### config.mk
export PLATFORM = sky130hd
export DESIGN_NAME = adc_ctrl_seq
export DESIGN_NICKNAME = d
export VERILOG_FILES = /design/src/rtl/conv_seq_pkg.sv /design/src/rtl/ctl_sync.sv /design/src/rtl/start_detect.sv /design/src/rtl/sar_engine.sv /design/src/rtl/adc_ctrl_seq.sv
export SDC_FILE = /design/constraint.sdc
export NUM_CORES = 1
export LEC_CHECK = 0
export ABC_AREA = 1
export ABC_CLOCK_PERIOD_IN_PS = 1100
export BUFFER_PORTS_ARGS = -buffer_cell sky130_fd_sc_hd__buf_4
export CORE_MARGIN = 4
export CORE_UTILIZATION = 26
export CTS_CLUSTER_DIAMETER = 120
export DETAILED_ROUTE_END_ITERATION = 6
export PLACE_DENSITY_LB_ADDON = 0.15
export SLEW_MARGIN = 25
export SYNTH_ARGS = -nofsm -noshare
export SYNTH_HDL_FRONTEND = slang
export SYNTH_SLANG_ARGS = --single-unit
### constraint.sdc
create_clock -name clk -period 1.1 [get_ports clk]
set_input_delay 0.055 -clock clk [delete_from_list [all_inputs] [get_ports clk]]
set_output_delay 0.055 -clock clk [all_outputs]
set_load 0.05 [all_outputs]
### src/rtl/conv_seq_pkg.sv
package conv_seq_pkg;
  typedef enum logic {
    LEN_FULL  = 1'b0,
    LEN_SHORT = 1'b1
  } conv_len_e;
endpackage

### src/rtl/ctl_sync.sv
module ctl_sync #(
  parameter int N = 4,
  parameter int STAGES = 2,
  parameter logic [N-1:0] INIT = '0
) (
  input  logic         clk,
  input  logic         rst,
  input  logic [N-1:0] d,
  output logic [N-1:0] q
);
  logic [N-1:0] stg [STAGES];

  for (genvar g = 0; g < STAGES; g++) begin : g_stage
    if (g == 0) begin : g_first
      always_ff @(posedge clk) begin
        if (rst) stg[g] <= INIT;
        else     stg[g] <= d;
      end
    end else begin : g_next
      always_ff @(posedge clk) begin
        if (rst) stg[g] <= INIT;
        else     stg[g] <= stg[g-1];
      end
    end
  end

  assign q = stg[STAGES-1];
endmodule

### src/rtl/start_detect.sv
module start_detect (
  input  logic clk,
  input  logic rst,
  input  logic en_s,
  input  logic sel_n_s,
  input  logic rdc_s,
  input  logic busy,
  output logic start
);
  logic cond, cond_q;

  // all three qualifiers meet in one cycle: whichever arrives last fires it
  assign cond  = en_s & ~sel_n_s & ~rdc_s;
  assign start = cond & ~cond_q & ~busy;

  always_ff @(posedge clk) begin
    if (rst) cond_q <= 1'b0;
    else     cond_q <= cond;
  end

  // a start is a single-cycle event
  a_r1_single_pulse: assert property (@(posedge clk) disable iff (rst)
    start |=> !start);
endmodule

### src/rtl/sar_engine.sv
module sar_engine
  import conv_seq_pkg::*;
#(
  parameter int W = 12,
  parameter int S = 8
) (
  input  logic         clk,
  input  logic         rst,
  input  logic         start,
  input  logic         len_sel,
  input  logic         cmp_hi,
  output logic         busy,
  output logic [W-1:0] code
);
  localparam int IW = $clog2(W);
  localparam logic [IW-1:0] TOP        = IW'(W - 1);
  localparam logic [IW-1:0] LAST_SHORT = IW'(W - S);
  localparam logic [W-1:0]  LOWMASK    = W'((1 << (W - S)) - 1);
  localparam logic [W-1:0]  PAT        = W'(1 << (W - S - 1));

  conv_len_e    len_q;
  logic [IW-1:0] idx_q;
  logic [W-1:0]  sar_q, sar_n;
  logic          busy_q;
  logic          last;

  assign last = (idx_q == ((len_q == LEN_SHORT) ? LAST_SHORT : '0));

  always_comb begin
    sar_n = sar_q;
    sar_n[idx_q] = cmp_hi;
    if (last) begin
      if (len_q == LEN_SHORT) sar_n = (sar_n & ~LOWMASK) | PAT;
    end else begin
      sar_n[idx_q - IW'(1)] = 1'b1;
    end
  end

  always_ff @(posedge clk) begin
    if (rst) begin
      busy_q <= 1'b0;
      len_q  <= LEN_FULL;
      idx_q  <= '0;
      sar_q  <= '0;
    end else if (start) begin
      busy_q <= 1'b1;
      len_q  <= conv_len_e'(len_sel);
      idx_q  <= TOP;
      sar_q  <= W'(1) << (W - 1);
    end else if (busy_q) begin
      sar_q <= sar_n;
      if (last) busy_q <= 1'b0;
      else      idx_q  <= idx_q - IW'(1);
    end
  end

  assign busy = busy_q;
  assign code = sar_q;

  // the latched length holds for the whole conversion
  a_r3_len_held: assert property (@(posedge clk) disable iff (rst)
    busy_q && $past(busy_q) |-> $stable(len_q));
  // the decision index stays inside the selected length
  a_r2_idx_range: assert property (@(posedge clk) disable iff (rst)
    busy_q |-> (idx_q <= TOP) &&
               (idx_q >= ((len_q == LEN_SHORT) ? LAST_SHORT : '0)));
  // no restart from the MSB while a conversion runs
  a_r7_no_restart: assert property (@(posedge clk) disable iff (rst)
    busy_q && $past(busy_q) |-> idx_q != TOP);
  // a short conversion ends with the fixed low pattern
  a_r5_short_tail: assert property (@(posedge clk) disable iff (rst)
    $fell(busy_q) && (len_q == LEN_SHORT) |-> (sar_q & LOWMASK) == PAT);
endmodule

### src/rtl/adc_ctrl_seq.sv
module adc_ctrl_seq #(
  parameter int W = 12,
  parameter int S = 8,
  parameter int SYNC = 2
) (
  input  logic         clk,
  input  logic         rst,
  input  logic         chip_en,
  input  logic         chip_sel_n,
  input  logic         rd_conv,
  input  logic         len_sel,
  input  logic         cmp_hi,
  output logic         busy,
  output logic         dout_en,
  output logic [W-1:0] dout,
  output logic [W-1:0] trial
);
  logic [3:0] ctl_s;
  logic       start;
  logic       busy_i;
  logic [W-1:0] code;
  logic       oe_q;

  // bit order: 3 enable, 2 select_n, 1 read/convert, 0 length
  ctl_sync #(.N(4), .STAGES(SYNC), .INIT(4'b0100)) u_sync (
    .clk (clk),
    .rst (rst),
    .d   ({chip_en, chip_sel_n, rd_conv, len_sel}),
    .q   (ctl_s)
  );

  start_detect u_start (
    .clk     (clk),
    .rst     (rst),
    .en_s    (ctl_s[3]),
    .sel_n_s (ctl_s[2]),
    .rdc_s   (ctl_s[1]),
    .busy    (busy_i),
    .start   (start)
  );

  sar_engine #(.W(W), .S(S)) u_sar (
    .clk     (clk),
    .rst     (rst),
    .start   (start),
    .len_sel (ctl_s[0]),
    .cmp_hi  (cmp_hi),
    .busy    (busy_i),
    .code    (code)
  );

  always_ff @(posedge clk) begin
    if (rst) oe_q <= 1'b0;
    else     oe_q <= ctl_s[3] & ~ctl_s[2] & ctl_s[1] & ~busy_i;
  end

  assign busy    = busy_i;
  assign dout_en = oe_q;
  assign dout    = code;
  assign trial   = code;

  // bus released on the cycle after a start
  a_r6_hiz_on_start: assert property (@(posedge clk) disable iff (rst)
    start |=> !oe_q);
  // bus stays released while conversion continues
  a_r6_off_while_busy: assert property (@(posedge clk) disable iff (rst)
    busy_i && $past(busy_i) |-> !oe_q);
endmodule

==> impl_metrics.yaml <==
die:
  die-area_um2: 6250
  fp-row-count: 25
  die_w_um: 79.1
  die_h_um: 79.1
  start_util_pct: 27.3
  core-area_um2: 4820
  ios: 33
global_routing:
  grt_max_degree: 17
  grt_antenna_before_repair: 0
  grt_pass1_vias: 1061
  track_usage_pct: 10.0
  grt_pass1_wl_mm: 4.97
  grt_remaining_overflow: 0
critical_path:
  reg2reg_from: "u_sar.idx_q[0]"
  crit_slowest_cell: "dfxtp_4"
  crit_family: "simple AND/OR/NAND/NOR gates"
  required_ns: 1.28
  rrSetupSlack_ns: -0.07
  path_cells: "nor2_4 > nand3_2 > nand3_4 > nand2_1 > nor2_1 > nor2_1"
  arrival_ns: 1.36
  startpoint: "u_sar.idx_q[0]"
  crit_buf_inv: 0
  critPathMaxStageDelay_ns: 0.39
  critical_path_class: "register to register"
  critical_path_peak_fanout: 8
  cp.depth: 6
  end_kind: "register"
  endpoint: "u_sar.idx_q[3]"
  r2r_cells: 6
  start_kind: "register"
  rr_endpoint: "u_sar.idx_q[3]"
  path_common_cell: "nor2_1"
route:
  wire_per_inst_um: 10.4
  drt_drc_violations_left: 0
  drt-total-wl_mm: 3.10
  drt_iter0_drc: 36
  route.antenna.remaining_nets: 0
  routed_via_density: 4.06
  dr.pass1.iters: 4
  vias: 1215
worst_hold_path:
  hp-class: "primary input to register"
  hold_depth: 2
clock_tree:
  clock_latency_ns: 0.28
  cts.clk_slew.worst_paths_ns: 0.10
  clock_sinks: 28
  htree_levels: 1
  clock_path_buffers: 2
  cts.root.buffer_cell: "clkbuf_8"
  cts_tree: "done"
  numCtsBuffers: 3
synthesis:
  seq_area_frac_synth_pct: 42.7
  synthCells: 189
  synth_top_area_cell: "dfxtp_1"
  ys_warn_count: 0
  synth_common_cells: "nand2_1 (47), dfxtp_1 (28), inv_1 (24), nor2_1 (22), nand3_1 (15)"
  synth_top_cell_area_share_pct: 42.7
  synthFlopType: "dfxtp_1"
  synth-edff-count: 0
  synth_nets: 196
  synthArstFlopShare_pct: 0
  netlist_area_um2: 1310
  yosysMostFrequentCell: "nand2_1"
  synthDistinctLibCells: 21
  avgSynthCellArea_um2: 6.95
  synthTopCellsByArea: "dfxtp_1 (43%), nand2_1 (13%), buf_4 (6.9%)"
  synth_seq_cells: 28
placed_design:
  dp_hpwl_mm: 2.28
  numPortBuffers: 32
  gp_congestion: 0.857
  placed_area_um2: 1680
timing:
  slew_headroom_pct: 79.2
  setup-violations-final: 12
  clock.fmax_ghz: 0.851
  tightest_slew_ns: 0.312
  hold_viol: 0
  fin_crit_sh_pct: 107
  drv_slew: 0
  final.min_clock_period_ns: 1.17
  rsz0062_at_grt: "true"
  skew_ns: 0.00384
  fin_tns_setup_ns: -0.410
  setup_ws_ns: -0.0745
cells_and_area:
  diodes: 0
  layout.nets: 240
  fillers: 514
  stdcell_area_um2: 1910
  drive_gt1_share_pct: 39.2
  final_util_pct: 39.6
  area_growth_syn_to_layout_pct: 45.1
pwr:
  p_sw_share_pct: 21.1
  power.density_nw_per_um2: 1040
  pwr-share-comb_pct: 5.9
  sequentialPowerShare_pct: 52.0
  irDropWorstVdd_mv: 0.592
  power_mw: 1.98
  p_switching_mw: 0.418
  clkPwrFrac_pct: 42.0
  leakagePower_nw: 0.933
  p_int_mw: 1.56
run_status:
  outcome: "finished, violations left"
  violations: "setup timing"
flow_run:
  max_cap_viol_count: 0
==> layout by cell type, fill, tap and decap left out, drive strengths merged, types with 3 or more instances in the layout <==
master       Yosys  layout
buf             13      50
o211ai           3       3
clkbuf           2       3
dlygate4sd3      0       4
nand2           47      47
o21ai           10      10
nand3           17      17
dfxtp           28      28
a21oi            7       7
nor2            27      27
inv             28      27
==> area by class of cell <==
cell class              count  area [um^2]  area share [%]
well taps                  67         83.8            4.40
clock inverters             1         30.0            1.57
repair buffers             54          415            21.8
flip-flops and latches     28          578            30.3
inverters                  28          109            5.71
clock buffers               3         41.3            2.17
multi-input cells         118          649            34.1
==> worst register-to-register path, delay by kind of cell, from the launching register on <==
| family | cells | cell delay [ns] |
|---|---|---|
| simple gates | 6 | 0.70 |
| flops | 1 | 0.39 |
==> what timing repair did <==
action                                  CTS  global route
pin swaps                                 1             7
resized for setup                        12            21
endpoints found under the setup margin   17            18
hold endpoints to repair                  4             0
setup buffers                             0             1
hold buffers                              4             0
==> worst min path at each step <==
stage / from / endpoint / slack, ns
CTS: rst / u_sync.stg[0][1] / 0.04
floorplan: chip_sel_n / u_sync.stg[0][2] / 0.16
detailed placement: chip_sel_n / u_sync.stg[0][2] / 0.24
global route: rst / u_sync.stg[0][3] / 0.04
finish: rst / u_sync.stg[1][3] / 0.03
global placement: chip_sel_n / u_sync.stg[0][2] / 0.24
==> metal layers <==
layer	GRT usage, %	vias up	part of all wire, %
met5	0	-	0
met4	3.61	0	1.2
met3	2.15	4	4.5
met2	16.7	21	48
met1	12.8	524	46
li1	-	666	-
==> cells by family (layout without fill, tap and decap cells) <==
| family | after synthesis | after routing | synth area share (%) |
|---|---|---|---|
| buffers and inverters | 43 | 86 | 15.8 |
| and+or+nand+nor | 97 | 97 | 32.9 |
| AOI/OAI and AO/OA | 21 | 21 | 8.67 |
| DFF | 28 | 28 | 42.7 |
==> sequential cells by signal, indices dropped and copies added, names as in the netlist <==
| signal | count |
|---|---|
| u_sync.stg | 8 |
| dout_en | 1 |
| u_sar.code | 12 |
| u_start.cond_q | 1 |
| u_sar.len_q | 1 |
| u_sar.busy | 1 |
| u_sar.idx_q | 4 |
==> power by group through the flow <==
stage          Clock [mW]  Combinational, mW  Sequential, mW
2_1_floorplan           0             0.0532            1.06
3_3_place_gp            0             0.0956            1.06
3_5_place_dp            0             0.0948            1.06
4_1_cts             0.877              0.108            1.03
5_1_grt             0.911              0.131            1.03
6_report            0.833              0.118            1.03
==> stage by stage <==
stage               std cells  hold slack, ns  setup slack (ns)
floorplan                 189           0.159           -0.0220
global placement          290           0.241            -0.173
detailed placement        290           0.242            -0.186
CTS                       298          0.0368           -0.0636
global route              299          0.0376            -0.170
finish                    299          0.0344           -0.0745
(Power assumes the default switching activity.)
